File: src/rtl/i2ct_pkg.sv
package i2ct_pkg;
  typedef enum logic [2:0] {
    ST_IDLE,   // waiting for a Start
    ST_ADDR,   // shifting in the address byte
    ST_AHOLD,  // SCL held, host choosing the address reply
    ST_AACK,   // 9th pulse of the address byte
    ST_THOLD,  // SCL held, host loading the next byte
    ST_TBITS,  // shifting a byte out
    ST_TACK,   // 9th pulse of a transmit byte
    ST_SKIP    // not addressed, ignore until Start
  } tgt_state_e;
endpackage

File: src/rtl/i2ct_sync.sv
module i2ct_sync #(
  parameter int STAGES = 2,
  parameter int W      = 2
) (
  input  logic         clk,
  input  logic         rst,
  input  logic [W-1:0] d,
  output logic [W-1:0] q
);
  logic [STAGES-1:0][W-1:0] pipe_q;

  always_ff @(posedge clk) begin
    if (rst) pipe_q[0] <= '1;
    else     pipe_q[0] <= d;
  end

  for (genvar s = 1; s < STAGES; s++) begin : g_stage
    always_ff @(posedge clk) begin
      if (rst) pipe_q[s] <= '1;
      else     pipe_q[s] <= pipe_q[s-1];
    end
  end

  assign q = pipe_q[STAGES-1];
endmodule

File: src/rtl/i2ct_bus_ev.sv
module i2ct_bus_ev (
  input  logic clk,
  input  logic rst,
  input  logic scl_s,
  input  logic sda_s,
  output logic scl_rise,
  output logic scl_fall,
  output logic ev_start,
  output logic ev_stop
);
  logic scl_p, sda_p;

  always_ff @(posedge clk) begin
    if (rst) begin
      scl_p <= 1'b1;
      sda_p <= 1'b1;
    end else begin
      scl_p <= scl_s;
      sda_p <= sda_s;
    end
  end

  // SCL must be high on both samples so that a data change made together
  // with an SCL release is never taken for a bus condition.
  assign scl_rise = scl_s & ~scl_p;
  assign scl_fall = ~scl_s & scl_p;
  assign ev_start = scl_s & scl_p & sda_p & ~sda_s;
  assign ev_stop  = scl_s & scl_p & ~sda_p & sda_s;
endmodule

File: src/rtl/i2ct_target.sv
module i2ct_target
  import i2ct_pkg::*;
#(
  parameter int DATA_W      = 8,
  parameter int SYNC_STAGES = 2
) (
  input  logic              clk,
  input  logic              rst,
  input  logic [DATA_W-2:0] own_addr,
  input  logic              addr_hold_en,
  input  logic              start_ie,
  input  logic              scl_i,
  input  logic              sda_i,
  output logic              scl_oe,
  output logic              sda_oe,
  input  logic              host_wr,
  input  logic [DATA_W-1:0] host_wdata,
  input  logic              host_rd,
  input  logic              host_rel,
  input  logic              host_ack_data,
  input  logic              host_irq_clr,
  output logic [DATA_W-1:0] buf_data,
  output logic              buf_full,
  output logic              clk_rel,
  output logic              ack_stat,
  output logic              ack_time,
  output logic              rw_flag,
  output logic              start_seen,
  output logic              irq
);
  localparam int CNT_W = $clog2(DATA_W + 1);
  localparam logic [CNT_W-1:0] LAST_BIT = CNT_W'(DATA_W - 1);
  localparam logic [CNT_W-1:0] FULL_CNT = CNT_W'(DATA_W);

  logic scl_s, sda_s;
  logic scl_rise, scl_fall, ev_start, ev_stop;

  i2ct_sync #(.STAGES(SYNC_STAGES), .W(2)) u_sync (
    .clk (clk),
    .rst (rst),
    .d   ({scl_i, sda_i}),
    .q   ({scl_s, sda_s})
  );

  i2ct_bus_ev u_ev (
    .clk      (clk),
    .rst      (rst),
    .scl_s    (scl_s),
    .sda_s    (sda_s),
    .scl_rise (scl_rise),
    .scl_fall (scl_fall),
    .ev_start (ev_start),
    .ev_stop  (ev_stop)
  );

  tgt_state_e        st_q;
  logic [CNT_W-1:0]  cnt_q;
  logic [DATA_W-1:0] rx_sh_q;
  logic [DATA_W-1:0] tx_sh_q;
  logic [DATA_W-1:0] rx_q;
  logic              acked_q;
  logic              scl_oe_q, sda_oe_q, buf_full_q, clk_rel_q;
  logic              ack_stat_q, ack_time_q, rw_q, start_q, irq_q;

  logic              addr_hit;
  logic [DATA_W-1:0] tx_next;

  assign addr_hit = (rx_sh_q[DATA_W-1:1] == own_addr);
  assign tx_next  = host_wr ? host_wdata : tx_sh_q;

  always_ff @(posedge clk) begin
    if (rst) begin
      st_q       <= ST_IDLE;
      cnt_q      <= '0;
      rx_sh_q    <= '0;
      tx_sh_q    <= '0;
      rx_q       <= '0;
      acked_q    <= 1'b0;
      scl_oe_q   <= 1'b0;
      sda_oe_q   <= 1'b0;
      buf_full_q <= 1'b0;
      clk_rel_q  <= 1'b1;
      ack_stat_q <= 1'b0;
      ack_time_q <= 1'b0;
      rw_q       <= 1'b0;
      start_q    <= 1'b0;
      irq_q      <= 1'b0;
    end else begin
      if (host_rd)      buf_full_q <= 1'b0;
      if (host_irq_clr) irq_q      <= 1'b0;

      case (st_q)
        ST_ADDR: begin
          if (scl_rise) begin
            rx_sh_q <= {rx_sh_q[DATA_W-2:0], sda_s};
            cnt_q   <= cnt_q + CNT_W'(1);
          end else if (scl_fall && cnt_q == FULL_CNT) begin
            if (addr_hit) begin
              rx_q       <= rx_sh_q;
              rw_q       <= rx_sh_q[0];
              buf_full_q <= 1'b1;
              ack_time_q <= 1'b1;
              if (addr_hold_en) begin
                clk_rel_q <= 1'b0;
                scl_oe_q  <= 1'b1;
                irq_q     <= 1'b1;
                st_q      <= ST_AHOLD;
              end else begin
                sda_oe_q <= 1'b1;
                acked_q  <= 1'b1;
                st_q     <= ST_AACK;
              end
            end else begin
              st_q <= ST_SKIP;
            end
          end
        end

        ST_AHOLD: begin
          if (host_rel) begin
            clk_rel_q <= 1'b1;
            scl_oe_q  <= 1'b0;
            sda_oe_q  <= ~host_ack_data;
            acked_q   <= ~host_ack_data;
            st_q      <= ST_AACK;
          end
        end

        ST_AACK: begin
          if (scl_fall) begin
            ack_time_q <= 1'b0;
            sda_oe_q   <= 1'b0;
            if (acked_q && rw_q) begin
              clk_rel_q <= 1'b0;
              scl_oe_q  <= 1'b1;
              irq_q     <= 1'b1;
              st_q      <= ST_THOLD;
            end else begin
              st_q <= ST_SKIP;
            end
          end
        end

        ST_THOLD: begin
          if (host_wr) begin
            tx_sh_q    <= host_wdata;
            buf_full_q <= 1'b1;
          end
          if (host_rel) begin
            tx_sh_q   <= tx_next;
            clk_rel_q <= 1'b1;
            scl_oe_q  <= 1'b0;
            sda_oe_q  <= ~tx_next[DATA_W-1];
            cnt_q     <= '0;
            st_q      <= ST_TBITS;
          end
        end

        ST_TBITS: begin
          if (scl_fall) begin
            if (cnt_q == LAST_BIT) begin
              sda_oe_q   <= 1'b0;
              buf_full_q <= 1'b0;
              st_q       <= ST_TACK;
            end else begin
              tx_sh_q  <= {tx_sh_q[DATA_W-2:0], 1'b0};
              sda_oe_q <= ~tx_sh_q[DATA_W-2];
              cnt_q    <= cnt_q + CNT_W'(1);
            end
          end
        end

        ST_TACK: begin
          if (scl_rise) begin
            ack_stat_q <= sda_s;
          end else if (scl_fall) begin
            if (!ack_stat_q) begin
              clk_rel_q <= 1'b0;
              scl_oe_q  <= 1'b1;
              irq_q     <= 1'b1;
              st_q      <= ST_THOLD;
            end else begin
              st_q <= ST_SKIP;
            end
          end
        end

        default: ;
      endcase

      // bus conditions override whatever the byte machine decided
      if (ev_start || ev_stop) begin
        cnt_q      <= '0;
        scl_oe_q   <= 1'b0;
        sda_oe_q   <= 1'b0;
        buf_full_q <= 1'b0;
        clk_rel_q  <= 1'b1;
        ack_time_q <= 1'b0;
        if (ev_start) begin
          st_q    <= ST_ADDR;
          start_q <= 1'b1;
          if (start_ie) irq_q <= 1'b1;
        end else begin
          st_q    <= ST_IDLE;
          start_q <= 1'b0;
        end
      end
    end
  end

  assign scl_oe     = scl_oe_q;
  assign sda_oe     = sda_oe_q;
  assign buf_data   = rx_q;
  assign buf_full   = buf_full_q;
  assign clk_rel    = clk_rel_q;
  assign ack_stat   = ack_stat_q;
  assign ack_time   = ack_time_q;
  assign rw_flag    = rw_q;
  assign start_seen = start_q;
  assign irq        = irq_q;
endmodule

File: config.mk
export PLATFORM = sky130hd
export DESIGN_NAME = i2ct_target
export DESIGN_NICKNAME = d
export VERILOG_FILES = /design/src/rtl/i2ct_pkg.sv /design/src/rtl/i2ct_sync.sv /design/src/rtl/i2ct_bus_ev.sv /design/src/rtl/i2ct_target.sv
export SDC_FILE = /design/constraint.sdc
export NUM_CORES = 1
export LEC_CHECK = 0
export BUFFER_PORTS_ARGS = -buffer_cell sky130_fd_sc_hd__buf_2
export CORE_UTILIZATION = 55
export CTS_BUF_LIST = sky130_fd_sc_hd__clkbuf_4 sky130_fd_sc_hd__clkbuf_8 sky130_fd_sc_hd__clkbuf_16
export CTS_CLUSTER_DIAMETER = 60
export CTS_CLUSTER_SIZE = 25
export DETAILED_ROUTE_END_ITERATION = 10
export GPL_ROUTABILITY_DRIVEN = 0
export PLACE_DENSITY_LB_ADDON = 0.08
export SYNTH_ARGS = -nofsm -noshare
export SYNTH_HDL_FRONTEND = slang
export SYNTH_SLANG_ARGS = --single-unit
File: constraint.sdc
create_clock -name clk -period 2.07 [get_ports clk]
set_clock_uncertainty 0.1 [all_clocks]
set_input_delay 0.3105 -clock clk [delete_from_list [all_inputs] [get_ports clk]]
set_output_delay 0.3105 -clock clk [all_outputs]
set_load 0.005 [all_outputs]
Yosys cells after proc, flatten, opt, wreduce, memory -nomap -nowiden
Index checks and enable logic that the tools add are counted.
{ "word_totals": {"out_inout_bits": 17, "register_bits": 47, "in_bits": 26, "wordCells": 179} }
{ "classes": {"addsub": 1, "reduce_logical": 23, "eq_ne": 35, "n_mux": 85, "bitwise_logic": 15} }
{ "op_table": {"columns": ["op", "n"], "rows": [
  ["$mux W1", 55],
  ["$mux W3", 11],
  ["$ne A2 B2 Y1 const B", 16],
  ["$ne A3 B3 Y1 const B", 9],
  ["$mux W8", 3],
  ["$pmux W3 S6", 1],
  ["$mux W4", 4],
  ["$pmux W8 S2", 1],
  ["$pmux W4 S3", 1],
  ["$reduce_and A11 Y1", 1],
  ["$reduce_and A10 Y1", 1],
  ["$reduce_and A5 Y1", 2],
  ["$eq A3 B3 Y1 const B", 3],
  ["$reduce_and A9 Y1", 1],
  ["$not A1 Y1", 8],
  ["$pmux W1 S4", 2],
  ["$reduce_and A4 Y1", 2],
  ["$and A1 B1 Y1", 7],
  ["$eq A7 B7 Y1", 1],
  ["$reduce_bool A7 Y1", 1],
  ["$eq A3 B2 Y1 const B", 2],
  ["$pmux W1 S3", 2],
  ["$reduce_and A6 Y1", 1],
  ["$reduce_bool A2 Y1", 3],
  ["16 further kinds", 21]
]} }

Longest topological paths before layout
{ "logic_depth": {"ltp_word": 9, "ltp_mapped": 8, "mapped_depth_nobuf": 7} }

Hierarchy
A second synthesis with hierarchy kept.
{ "unflattened": {"hier_cells": 297, "hier_area_um2": 2417.3} }
{ "by_module_without_submodules": {"columns": ["mod", "instances", "cells_per_inst", "area_each_um2", "seq_area_each_um2"], "rows": [
  ["i2ct_target", 1, 279, 2212.1, 800.8],
  ["i2ct_sync", 1, 10, 120.1, 80.1],
  ["i2ct_bus_ev", 1, 8, 85.1, 40.0]
]} }

Worst setup path before layout
Ideal clock, no wire load.
{ "synth_path": {"path_kind": "register to register", "from": "reg st_q[2]", "to": "reg rx_q[7] (netlist: buf_data[7])", "t_required_ns": 1.842, "slack_ns": 0.352, "synth_period_minus_slack_ns": 1.718, "t_arrival_ns": 1.491, "stages_incl_launch_ff": 9, "cell_sequence": "dfxtp_1 buf_6 buf_6 nor2_1 nand2_1 nor4_4 buf_6 mux2i_1 nor2_1"} }
{ "synth_between": {"elab_chain_len": 2} }
{ "synth_lines": {"columns": ["element", "line", "rtl"], "rows": [
  ["start, declared", "i2ct_target.sv:56", "tgt_state_e st_q;"],
  ["start signal, assigned", "i2ct_target.sv:73", "st_q <= ST_IDLE;"],
  ["start signal, assigned", "i2ct_target.sv:107", "st_q <= ST_AHOLD;"],
  ["start signal, assigned", "i2ct_target.sv:111", "st_q <= ST_AACK;"],
  ["$eq A3 B1 Y1", "i2ct_target.sv:92", "case (st_q)"],
  ["$reduce_and A4 Y1 (no line)", null, null],
  ["end signal, assigned", "i2ct_target.sv:99", "rx_q <= rx_sh_q;"],
  ["end, declared", "i2ct_target.sv:60", "logic [DATA_W-1:0] rx_q;"]
]} }
No other way between the ends.
A chain may end at the register's enable or synchronous reset.

Final worst setup path
{ "layout_path": {"from": "reg cnt_q[0]", "to": "reg st_q[0]"} }
{ "layout_between": {"elab_chain_len": 4, "elab_cells_between_ends": 6, "classes_between": "eq/ne (4); reduce/logical (2)"} }
{ "layout_lines": {"columns": ["element", "line", "rtl"], "rows": [
  ["start, declared", "i2ct_target.sv:57", "logic [CNT_W-1:0] cnt_q;"],
  ["start signal, assigned", "i2ct_target.sv:96", "cnt_q <= cnt_q + CNT_W'(1);"],
  ["start signal, assigned", "i2ct_target.sv:168", "cnt_q <= cnt_q + CNT_W'(1);"],
  ["$eq A4 B4 Y1", "i2ct_target.sv:97", "end else if (scl_fall && cnt_q == FULL_CNT) begin"],
  ["$logic_and A1 B1 Y1", "i2ct_target.sv:97", null],
  ["$ne A3 B3 Y1 (no line)", null, null],
  ["$reduce_and A10 Y1 (no line) *", null, null],
  ["end signal, assigned", "i2ct_target.sv:107", null],
  ["end signal, assigned", "i2ct_target.sv:111", null],
  ["end signal, assigned", "i2ct_target.sv:114", "st_q <= ST_SKIP;"]
]} }
Mark *: on every way between the ends. The rest lies on a longest branch, timed or not.

==> impl_metrics.toml <==
[status]
outcome = "complete, no violations"

[synth]
synthXorXnorAreaFrac_pct = 3.13
synth_top_family_by_area = "simple AND/OR/NAND/NOR gates"
synth_compound_area_share_pct = 20.8
syn_area_sq_um = 2520
synth-seq-cells = 46
synthDistinctLibCells = 64
synth_area_per_cell_sq_um = 8.51
syn_inst = 296
synth-simple-area-share_pct = 27.7
synth-edff-count = 0
yosysWarnings = 0
ys_seq_area_share_pct = 36.6
syn_nets = 325
synthArstFlopShare_pct = 0
ys.flop_type = "dfxtp_1"
synth.area.mux_share_pct = 4.37
synthAdderAreaFrac_pct = 1.49

[pwr]
p_leak_uw = 0.00120
powerDensity_nw_per_um2 = 997
ir_worst_vdd_mv = 0.660

[worst_setup_path]
endpoint_kind = "flop"
arrival_ns = 2.02
max_stage_delay_ns = 0.42
cp-start-kind = "flop"
worstReg2RegStart = "cnt_q[0]"
crit_type = "flop to flop"
cp.required_ns = 2.17
crit_path_top_delay_cell = "o311a_1"
crit_fanout = 5
startpoint = "cnt_q[0]"
path_cells = "ha_1 -> nand3b_1 -> o311a_1 -> o22a_1 -> o41ai_2"

[sta]
setup_violations = 0
fin_tns_setup_ns = 0
max_freq_mhz = 520
fin_crit_ns = 1.92
rsz0062_at_grt = "false"
slew_headroom_pct = 67.6
finalCritPeriodShare_pct = 92.9
tightestPinTransition_ns = 0.485
finalHoldViolCount = 0
drv_slew = 0
whs_ns = 0.0948

[cts]
cts_buffers = 5
clockBufferDepth = 2
path_clk_slew_ns = 0.09
h-tree-depth = 2
cts_root_buf = "clkbuf_8"
cts_tree = "done"
numClockSinks = 46
post_cts.repair.setup_buffers = 0
clock_latency_ns = 0.30

[place]
place_hpwl_mm = 4.17
port_buffers = 42

[route]
viasPerCell = 5.74
drt-pass1-iter-count = 4
drt_iter0_markers = 169
wire_per_inst_microns = 14.2
ant_nets = 0
wirelength_mm = 5.71
remaining_drc_errors = 0
vias = 2308

[global_routing]
grt_pass1_wl_mm = 10.0
grt_antenna_before_repair = 0
grt.total_usage_pct = 25.3
grt_remaining_overflow = 0
grt_start_max_net_pins = 29
grt_pass1_vias = 2116

[finish]
nNetsFinal = 378
drive_gt1_share_pct = 27.1
antenna_cells = 0
syn_to_final_growth_pct = 17.1

[floorplan]
die_width_microns = 69.7
coreArea_sq_um = 4380
die_area_sq_um = 4850
ios = 43
start_util_pct = 57.4
dieHeight_microns = 69.7
rows = 24

[flow_run]
cap_violations = 0

[hold_path]
holdCritPathClass = "primary input to flop"
hp-start = "sda_i"
## registers in the layout (all words and copies together), names as in the netlist, 2 cells and up
name	flops
tx_sh_q	8
st_q	3
cnt_q	4
rx_sh_q	8
buf_data	8
u_sync.pipe_q	2
u_sync.q	2
## cell families after synthesis
| logic type | after synthesis |
|---|---|
| xor+xnor | 9 |
| fa+ha+maj | 3 |
| flops | 46 |
| buf+inv | 26 |
| simple gates | 124 |
| mux | 11 |
| compound gates | 77 |
## Yosys cell counts, types with 2 or more instances
cell,n,area (sq um)
a21oi_1,36,180
a22oi_1,4,30.0
a31oi_1,3,18.8
a32o_1,2,20.0
and2b_1,3,22.5
buf_2,6,30.0
buf_4,2,15.0
buf_6,5,56.3
clkbuf_1,6,22.5
dfxtp_1,46,921
ha_1,3,37.5
inv_1,6,22.5
mux2i_1,11,110
nand2_1,28,105
nand2b_1,4,25.0
nand3_1,23,115
nand3b_1,3,22.5
nand4_1,4,25.0
nor2_1,28,105
nor2b_1,4,25.0
nor3b_1,3,22.5
nor4bb_1,2,20.0
o21ai_0,4,20.0
o21ai_1,4,20.0
o311a_1,2,20.0
o31ai_1,3,22.5
or2_2,6,37.5
or3b_1,2,17.5
xnor2_1,8,70.1
## area by class of cell
cell class / instances / area [sq um]
sequential: 46 / 923
timing repair buffer: 65 / 383
clock buffer: 7 / 90.1
clock inverter: 1 / 8.76
fill: 385 / 1440
multi-input combinational: 224 / 1450
inverter: 7 / 26.3
tap: 52 / 65.1
## cell usage in the layout (no fill, tap or decap), types with 3 or more instances in the layout
cell	instances
a22oi_1	3
inv_1	6
nor2b_1	4
dfxtp_1	44
ha_1	3
buf_2	42
or2_2	6
o21ai_0	4
a31oi_1	3
nand2b_1	4
nand3b_1	3
and2b_1	3
o21ai_1	4
xnor2_1	8
mux2i_1	11
clkbuf_8	6
a21oi_1	36
nand3_1	23
nor3b_1	3
buf_4	23
nand4_1	4
o31ai_1	3
nand2_1	28
nor2_1	28
## worst paths after layout
path              depth (start not counted)               end  slack (ns)
setup / recovery                          5           st_q[0]        0.15
hold / removal                            2  u_sync.pipe_q[0]        0.09
setup reg to reg                          5           st_q[0]        0.15
hold reg to reg                           1       u_sync.q[0]        0.32
## worst max-delay path: cells and delay by family, from the launching register on
| kind | cells | cell delay [ns] |
|---|---|---|
| simple gates | 1 | 0.19 |
| flops | 1 | 0.40 |
| compound gates | 3 | 0.92 |
| fa+ha+maj | 1 | 0.21 |
## timing repair
item,4_1_cts,5_1_grt
gates resized for setup,0,3
setup endpoints to repair,0,5
hold buffers,0,0
## metal layers
layer  track usage [%]  vias to the layer above  wire length [microns]
met5                 0                        -                      0
met4              6.89                        0                     76
met3              4.65                        9                    263
met2              37.8                       63                   2560
met1              37.2                     1067                   2810
li1                  -                     1169                      -
## metrics by stage
step	setup WS [ns]	total power (uW)	util (%)	cells	area, sq um
2_1_floorplan	0.352	2020	-	296	2520
3_3_place_gp	0.196	2310	64.8	394	2840
3_5_place_dp	0.149	2330	64.8	394	2840
4_1_cts	0.120	2930	67.1	402	2940
5_1_grt	0.0171	3130	67.3	402	2950
6_report	0.146	2940	67.3	402	2950
## where the power goes
part	total (uW)	switching [uW]	leakage (uW)	internal, uW
Clock	594	305	0.0000523	289
Combinational	1280	694	0.000776	591
Sequential	1060	93.4	0.000374	968
Total	2940	1090	0.00120	1850
(Power assumes the default switching activity.)
